**config.mk**
```make
export PLATFORM = sky130hd
export DESIGN_NAME = pwm_prescaled
export DESIGN_NICKNAME = d
export VERILOG_FILES = /design/src/rtl/pwm_pkg.sv /design/src/rtl/pwm_cfg_regs.sv /design/src/rtl/pwm_prescaler.sv /design/src/rtl/pwm_period.sv /design/src/rtl/pwm_prescaled.sv
export SDC_FILE = /design/constraint.sdc
export NUM_CORES = 1
export LEC_CHECK = 0
export ABC_AREA = 1
export BUFFER_PORTS_ARGS = -buffer_cell sky130_fd_sc_hd__buf_2
export CORE_MARGIN = 2
export CORE_UTILIZATION = 30
export CTS_BUF_LIST = sky130_fd_sc_hd__clkbuf_8
export DETAILED_ROUTE_END_ITERATION = 8
export HOLD_SLACK_MARGIN = 0.15
export SLEW_MARGIN = 20
export SYNTH_ARGS = -nofsm -noshare
export SYNTH_HDL_FRONTEND = slang
export SYNTH_SLANG_ARGS = --single-unit
```
**constraint.sdc**
```tcl
create_clock -name clk -period 2.6 [get_ports clk]
set_input_delay 0.39 -clock clk [delete_from_list [all_inputs] [get_ports clk]]
set_output_delay 0.39 -clock clk [all_outputs]
set_load 0.03 [all_outputs]
```
**src/rtl/pwm_pkg.sv**
```systemverilog
package pwm_pkg;
  parameter int unsigned FIELD_W = 16;
  localparam int unsigned WORD_W  = 2 * FIELD_W;
  localparam int unsigned EN_BIT  = FIELD_W;
  localparam int unsigned UPD_BIT = FIELD_W + 1;

  typedef struct packed {
    logic               en;
    logic [FIELD_W-1:0] pre;
    logic [FIELD_W-1:0] div;
    logic [FIELD_W-1:0] hi;
  } pwm_cfg_t;
endpackage

```
**src/rtl/pwm_cfg_regs.sv**
```systemverilog
module pwm_cfg_regs
  import pwm_pkg::*;
(
  input  logic              clk,
  input  logic              rst_n,
  input  logic              wr_en,
  input  logic              wr_addr,
  input  logic [WORD_W-1:0] wr_data,
  input  logic              period_end,
  output pwm_cfg_t          act_o
);
  logic [FIELD_W-1:0] hold_hi_q, hold_div_q;
  pwm_cfg_t           stage_q, act_q, commit_cfg;
  logic               pend_q;
  logic               commit_wr;
  logic               unused_upper;

  assign commit_wr    = wr_en & wr_addr & wr_data[UPD_BIT];
  assign unused_upper = ^wr_data[WORD_W-1:UPD_BIT+1];

  // Full set formed by a commit write: word-0 holding values plus this write's word 1
  always_comb begin
    commit_cfg.en  = wr_data[EN_BIT];
    commit_cfg.pre = wr_data[FIELD_W-1:0];
    commit_cfg.div = hold_div_q;
    commit_cfg.hi  = hold_hi_q;
  end

  always_ff @(posedge clk) begin
    if (!rst_n) begin
      hold_hi_q  <= '0;
      hold_div_q <= '0;
      stage_q    <= '0;
      act_q      <= '0;
      pend_q     <= 1'b0;
    end else begin
      if (wr_en && !wr_addr) begin
        hold_hi_q  <= wr_data[FIELD_W-1:0];
        hold_div_q <= wr_data[WORD_W-1:FIELD_W];
      end
      if (commit_wr) begin
        if (!act_q.en || period_end) begin
          act_q  <= commit_cfg;
          pend_q <= 1'b0;
        end else begin
          stage_q <= commit_cfg;
          pend_q  <= 1'b1;
        end
      end else if (pend_q && period_end) begin
        act_q  <= stage_q;
        pend_q <= 1'b0;
      end
    end
  end

  assign act_o = act_q;

  AST_HOLD_MIDPERIOD: assert property (@(posedge clk) disable iff (!rst_n)
    (act_q.en && !period_end) |=> $stable(act_q));
  AST_PLAIN_WRITE_KEEPS: assert property (@(posedge clk) disable iff (!rst_n)
    (wr_en && !commit_wr && !pend_q) |=> $stable(act_q));
endmodule

```
**src/rtl/pwm_prescaler.sv**
```systemverilog
module pwm_prescaler
  import pwm_pkg::*;
(
  input  logic               clk,
  input  logic               rst_n,
  input  logic               en,
  input  logic [FIELD_W-1:0] pre,
  output logic               tick_o
);
  logic [FIELD_W-1:0] pc_q;

  assign tick_o = en && (pc_q >= pre);

  always_ff @(posedge clk) begin
    if (!rst_n || !en) pc_q <= '0;
    else if (tick_o)   pc_q <= '0;
    else               pc_q <= pc_q + 1'b1;
  end

  AST_PRE_BOUND: assert property (@(posedge clk) disable iff (!rst_n)
    en |-> (pc_q <= pre));
endmodule

```
**src/rtl/pwm_period.sv**
```systemverilog
module pwm_period
  import pwm_pkg::*;
(
  input  logic               clk,
  input  logic               rst_n,
  input  logic               en,
  input  logic               tick,
  input  logic [FIELD_W-1:0] div,
  input  logic [FIELD_W-1:0] hi,
  output logic               period_end_o,
  output logic               pwm_o
);
  logic [FIELD_W-1:0] cnt_q;

  assign period_end_o = tick && (cnt_q >= div);
  assign pwm_o        = en && (cnt_q < hi);

  always_ff @(posedge clk) begin
    if (!rst_n || !en)  cnt_q <= '0;
    else if (tick) begin
      if (period_end_o) cnt_q <= '0;
      else              cnt_q <= cnt_q + 1'b1;
    end
  end

  AST_CNT_BOUND: assert property (@(posedge clk) disable iff (!rst_n)
    en |-> (cnt_q <= div));
endmodule

```
**src/rtl/pwm_prescaled.sv**
```systemverilog
module pwm_prescaled
  import pwm_pkg::*;
(
  input  logic              clk,
  input  logic              rst_n,
  input  logic              wr_en,
  input  logic              wr_addr,
  input  logic [WORD_W-1:0] wr_data,
  input  logic              rd_addr,
  output logic [WORD_W-1:0] rd_data,
  output logic              pwm_o
);
  localparam int unsigned PAD_W = WORD_W - UPD_BIT;

  pwm_cfg_t act;
  logic     tick, period_end;

  pwm_cfg_regs u_regs (
    .clk(clk), .rst_n(rst_n), .wr_en(wr_en), .wr_addr(wr_addr),
    .wr_data(wr_data), .period_end(period_end), .act_o(act)
  );

  pwm_prescaler u_pre (
    .clk(clk), .rst_n(rst_n), .en(act.en), .pre(act.pre), .tick_o(tick)
  );

  pwm_period u_per (
    .clk(clk), .rst_n(rst_n), .en(act.en), .tick(tick),
    .div(act.div), .hi(act.hi), .period_end_o(period_end), .pwm_o(pwm_o)
  );

  // Commit flag reads as zero; upper bits padded with zeros
  assign rd_data = rd_addr ? {{PAD_W{1'b0}}, act.en, act.pre} : {act.div, act.hi};

  AST_LOW_WHEN_OFF: assert property (@(posedge clk) disable iff (!rst_n)
    !act.en |-> !pwm_o);
  AST_ZERO_HIGH_LOW: assert property (@(posedge clk) disable iff (!rst_n)
    (act.hi == '0) |-> !pwm_o);
  AST_FULL_HIGH: assert property (@(posedge clk) disable iff (!rst_n)
    (act.en && (act.hi > act.div)) |-> pwm_o);
endmodule

```
* Word-level counts from Yosys, hierarchy flattened
Cells that the tools add are included.
Word-level totals: output and inout port bits 33, word-level logic and storage cells 44, input port bits 37, register bits after elaboration 163
Cells by class: add/sub/neg operators 2, multiplexer cells 8, bitwise logic cells 3, eq/ne operators 1, reductions and logical operators 14, $lt $le $gt $ge 3
Operator list (count):
- 2-to-1 mux 49 bit | 3
- adder 16 x 1 -> 16 bit (second input constant) | 2
- greater-or-equal comparator 16 bit | 2
- 2-to-1 mux 32 bit | 1
- < comparator 16 bit | 1
- 2-to-1 mux 16 bit | 1
- logical AND 1 bit | 5
- AND reduction 2 bit | 2
- zero test 1 bit | 3
- 2-to-1 mux 1 bit | 3
- bitwise AND 1 bit | 2
- logical OR 1 bit | 2
- inequality test 2 bit (second input constant) | 1
- nonzero test 2 bit | 1
- OR reduction 2 bit | 1
- NOT 1 bit | 1

* Logic depth before layout (Yosys ltp)
word-level depth 6, depth in mapped cells 18, gate-level depth less buffers 17

* By module
From an unflattened synthesis, not the netlist that was laid out.
Second synthesis, totals: cell total of the unflattened synthesis 1323, area, all modules 8648.3 µm²
By module, submodules not included:
- pwm_cfg_regs | instances 1, cells an instance 830, area an instance 5426.5 µm², sequential area each 2622.5 µm²
- pwm_period | instances 1, cells an instance 239, area an instance 1655.3 µm², sequential area each 320.3 µm²
- pwm_prescaler | instances 1, cells an instance 167, area an instance 1204.9 µm², sequential area each 320.3 µm²
- pwm_prescaled | instances 1, cells an instance 87, area an instance 361.6 µm², sequential area each 0.0 µm²

* Least setup slack after synthesis
No wires, ideal clock.
path type reg-to-reg, start point register u_regs.act_q, in the netlist u_regs.act_o[47], end point register u_regs.act_q, in the netlist u_regs.act_o[22], path buffers 2, data required time 2.488 ns, path slack 0.568 ns, arrival 1.920 ns, setup time 0.112 ns, stages on the path, launching flop included 16, period minus slack after synthesis 2.032 ns, cell sequence dfxtp_1 -> inv_1 -> ha_1 -> nand4_1 -> nor2_1 -> nand2_1 -> clkinv_1 -> nand2_2 -> a21oi_4 -> nand2_4 -> nand2_1 -> nand2_2 -> buf_6 -> buf_6 -> nor2_2 -> nor2_1
Between the ends: longest elaborated chain between the ends 6, elaborated cells on any way between the ends 8, those cells by class 1 x order compare; 1 x eq/ne; 6 x reduce/logical
Ends and longest elaborated chain:
- from (decl) | RTL line pwm_cfg_regs.sv:13 | pwm_cfg_t stage_q, act_q, commit_cfg;
- from (signal assigned) | RTL line pwm_cfg_regs.sv:43 | act_q <= commit_cfg;
- from (signal assigned) | RTL line pwm_cfg_regs.sv:50 | act_q <= stage_q;
- greater-or-equal comparator 16 bit (*) | RTL line pwm_prescaler.sv:12 | assign tick_o = en && (pc_q >= pre);
- logical AND 1 bit (*) | RTL line pwm_prescaler.sv:12
- logical AND 1 bit (*) | RTL line pwm_period.sv:15 | assign period_end_o = tick && (cnt_q >= div);
- logical OR 1 bit or logical AND 1 bit (tied branches) | RTL line pwm_cfg_regs.sv:42, pwm_cfg_regs.sv:49
- inequality test 2 bit (no line) or nonzero test 2 bit (tied branches)
- AND reduction 2 bit (no line) (*)
Every way passes the cells marked *; elsewhere a longest branch is shown, timed or not. A chain may end at the register's enable or synchronous reset.

* Final worst setup path
start point register u_regs.act_q, in the netlist u_regs.act_o[1], end point output pwm_o
Between the ends: longest elaborated chain between the ends 2
Ends and longest elaborated chain:
- < comparator 16 bit | RTL line pwm_period.sv:16 | assign pwm_o = en && (cnt_q < hi);
- logical AND 1 bit | RTL line pwm_period.sv:16
- to (decl) | RTL line pwm_prescaled.sv:11 | output logic pwm_o
Every way passes these cells.

==> impl_metrics.py <==
metrics = {
    "outcome": {
        "outcome": "finished, final reports clean",
    },
    "global_routing": {
        "grt_max_degree": 52,
        "grt_pass1_wl_mm": 33.8,
        "grt_use_total_pct": 14.7,
        "grt_pass1_vias": 6547,
        "overflow": 0,
        "antenna_found_initial": 0,
    },
    "critical_path": {
        "slowest_delay_ns": 0.33,
        "worst-path-buf-inv": 2,
        "critical_path_class": "reg2out",
        "critical-path-top-delay-family": "compound AO/OA/AOI/OAI gates",
        "worstPathArrival_ns": 2.10,
        "worstPathRequired_ns": 2.21,
        "rr_worst_depth": 16,
        "critical_path_depth": 10,
        "crit_slowest_cell": "dfxtp_2",
        "crit_chain": "inv_2, ha_1, o21ai_0, nand2_1, nand3_2, a21oi_2, o211ai_1, o2111ai_1, nor2_1, buf_4",
        "end_kind": "primary output",
        "startpoint_type": "register",
        "cp_max_fo": 3,
    },
    "power": {
        "p_total_mw": 4.87,
        "p_leak_nw": 4.31,
        "powerDensity_nw_per_um2": 515,
        "seq_power_share_pct": 53.5,
        "p_comb_share_pct": 11.9,
        "clock_power_share_pct": 34.6,
        "p_int_mw": 3.45,
        "p_sw_share_pct": 29.2,
        "vdd_drop_max_v": 0.000318,
        "p_switching_mw": 1.42,
    },
    "timing": {
        "period_share_pct": 95.8,
        "finalCriticalPeriod_ns": 2.49,
        "slew_viol_final": 0,
        "worst_pin_slew_ns": 0.783,
        "fmax_ghz": 0.401,
        "finalSetupViolations": 0,
        "worst_clock_skew_ns": 0.0144,
        "tns_ns": 0,
        "relSlewSlack_pct": 47.8,
        "hold_viol": 0,
    },
    "detailed_routing": {
        "viasPerCell": 4.52,
        "final_antenna_net_count": 0,
        "dr.first_iter.drc_count": 452,
        "vias": 7316,
        "wl_per_cell_um": 12.9,
        "drc": 0,
        "first_pass_iters": 5,
        "drt_wl_total_mm": 20.8,
    },
    "finish": {
        "multi_input_area_um2": 4270,
        "areaGrowthSynthToFinish_pct": 15.5,
        "drive_above_1_share_pct": 14.9,
        "register_area_um2": 3270,
        "antenna_cells": 0,
        "layout.cells.non_filler": 1620,
        "final_util_pct": 35.2,
        "nFillCells": 2926,
        "nNetsFinal": 1353,
    },
    "synthesis": {
        "ys_top_cells_by_area": "dfxtp_1 (40%), nand2_1 (17%), ha_1 (7.5%)",
        "netlist_instances": 1203,
        "synth.yosys.seq_area_share_pct": 39.8,
        "ys_async_sr_fraction_pct": 0,
        "syn-mean-instance-area_um2": 6.82,
        "yosysMostFrequentCell": "nand2_1",
        "ys_seq_elements": 163,
        "yosysWarnings": 0,
        "yosysUniqueCellTypes": 36,
        "yosys.area.top_type": "dfxtp_1",
        "synthesis.area_um2": 8200,
        "yosysTopAreaCellShare_pct": 39.8,
        "syn_nets": 1289,
        "synth_edf_count": 0,
        "synth_common_cells": "nand2_1 (375), dfxtp_1 (163), inv_1 (123), nor2_1 (121), a21oi_1 (113)",
        "synthFlopType": "dfxtp_1",
    },
    "cts": {
        "ctsHoldBuffers": 0,
        "clk_latency_ns": 0.46,
        "numCtsBuffers": 17,
        "clk_pin_slew_ns": 0.09,
        "clock_sink_count": 163,
        "cts-root-buf": "clkbuf_8",
        "cts.htree.levels": 4,
        "cts_tree": "done",
        "cts_buffer_depth": 2,
    },
    "die": {
        "fp.dieH_um": 169,
        "die_x_um": 169,
        "design.core.area_um2": 26900,
        "num_rows": 60,
        "die-area_um2": 28700,
        "initial_core_util_pct": 30.5,
        "io_pins": 70,
    },
    "placed_design": {
        "numPortBuffers": 69,
        "place_congestion": 0.852,
        "dp_hpwl_mm": 15.1,
        "placed_cells": 1586,
    },
    "hold_path": {
        "hold_path.class": "in2reg",
        "holdPathStages": 3,
    },
    "job": {
        "max_cap_viol_count": 0,
    },
}
worst register-to-register path: stages, from the launching register on:
cell and delay, ns:
dfxtp_1 0.36, inv_1 0.08, ha_1 0.29, nand2_1 0.05, inv_1 0.06, nand2_1 0.07, nand3_1 0.08, nand2_1 0.06
clkinv_1 0.05, nand2_2 0.06, a21oi_4 0.28, nand2_4 0.13, nand2_2 0.12, nand2_8 0.13, buf_4 0.22, nor2_1 0.15
nor2_1 0.06
state kept, by name, summed over array words and instances (netlist names):
register           cells
u_regs.act_o          49
u_regs.stage_q        49
u_per.cnt_q           16
u_pre.pc_q            16
u_regs.hold_div_q     16
u_regs.hold_hi_q      16
u_regs.pend_q          1
final cells by class:
type | count | area share [%]
clock buffers | 18 | 2.62
multi-input cells | 856 | 45.1
well taps | 341 | 4.51
repair buffers | 102 | 7.11
clock inverters | 13 | 1.08
inverters | 127 | 5.03
flip-flops and latches | 163 | 34.5
power groups by stage:
stage	Sequential (mW)	Clock (mW)	Combinational, mW
detailed placement	2.66	0	0.564
floorplan	2.65	0	0.396
global route	2.62	1.84	0.659
finish	2.61	1.69	0.581
global placement	2.66	0	0.557
CTS	2.61	1.74	0.569
metal layers:
metal	share of wire, %	wire [µm]	up-vias	track usage [%]
li1	-	-	3920	-
met1	50	10500	3266	20.6
met2	44	9250	109	22.9
met3	3.2	671	21	2.85
met4	2.0	408	0	4.91
met5	0	0	-	0
per-stage QoR:
stage	hold slack (ns)	setup slack [ns]	area (µm²)
floorplan	0.430	0.568	8200
global placement	0.445	0.239	8980
detailed placement	0.449	0.147	8980
CTS	0.157	0.00993	9330
global route	0.156	-0.0193	9470
finish	0.175	0.108	9470
logic make-up (layout without fill, tap and decap cells):
group	count (synthesis)	in the layout	synth area share, %
and+or+nand+nor	581	581	28.9
DFF	163	163	39.8
adders and majority gates	49	49	7.48
AOI/OAI and AO/OA	215	215	13.6
buffers and inverters	184	260	9.12
xor gates and xnor gates	11	11	1.17
what timing repair did:
item,in CTS,in global routing
pin swaps,0,9
setup buffers,0,3
setup endpoints to repair,1,40
endpoints found under the hold margin,0,0
gates cloned,0,1
gates resized for setup,1,24
path summary, 6_finish.rpt:
check	slack (ns)	startpoint	endpoint
setup reg to reg	0.26	u_regs.act_o[39]	u_regs.act_o[34]
setup / recovery	0.11	u_regs.act_o[1]	pwm_o
hold reg to reg	0.46	u_regs.hold_div_q[2]	u_regs.stage_q[18]
hold / removal	0.18	wr_data[5]	u_regs.stage_q[37]
layout by cell type (no fill, tap or decap), types with 8 or more instances in the layout:
| cell type | instances |
|---|---|
| nand2_1 | 373 |
| dfxtp_1 | 158 |
| inv_1 | 121 |
| nor2_1 | 120 |
| a21oi_1 | 110 |
| o21ai_0 | 90 |
| buf_2 | 68 |
| ha_1 | 46 |
| nor2_2 | 31 |
| buf_4 | 27 |
| nand3_1 | 24 |
| clkbuf_8 | 18 |
| nand4_1 | 8 |
| xor2_1 | 8 |
No activity file was read; power rests on OpenSTA's default activity.
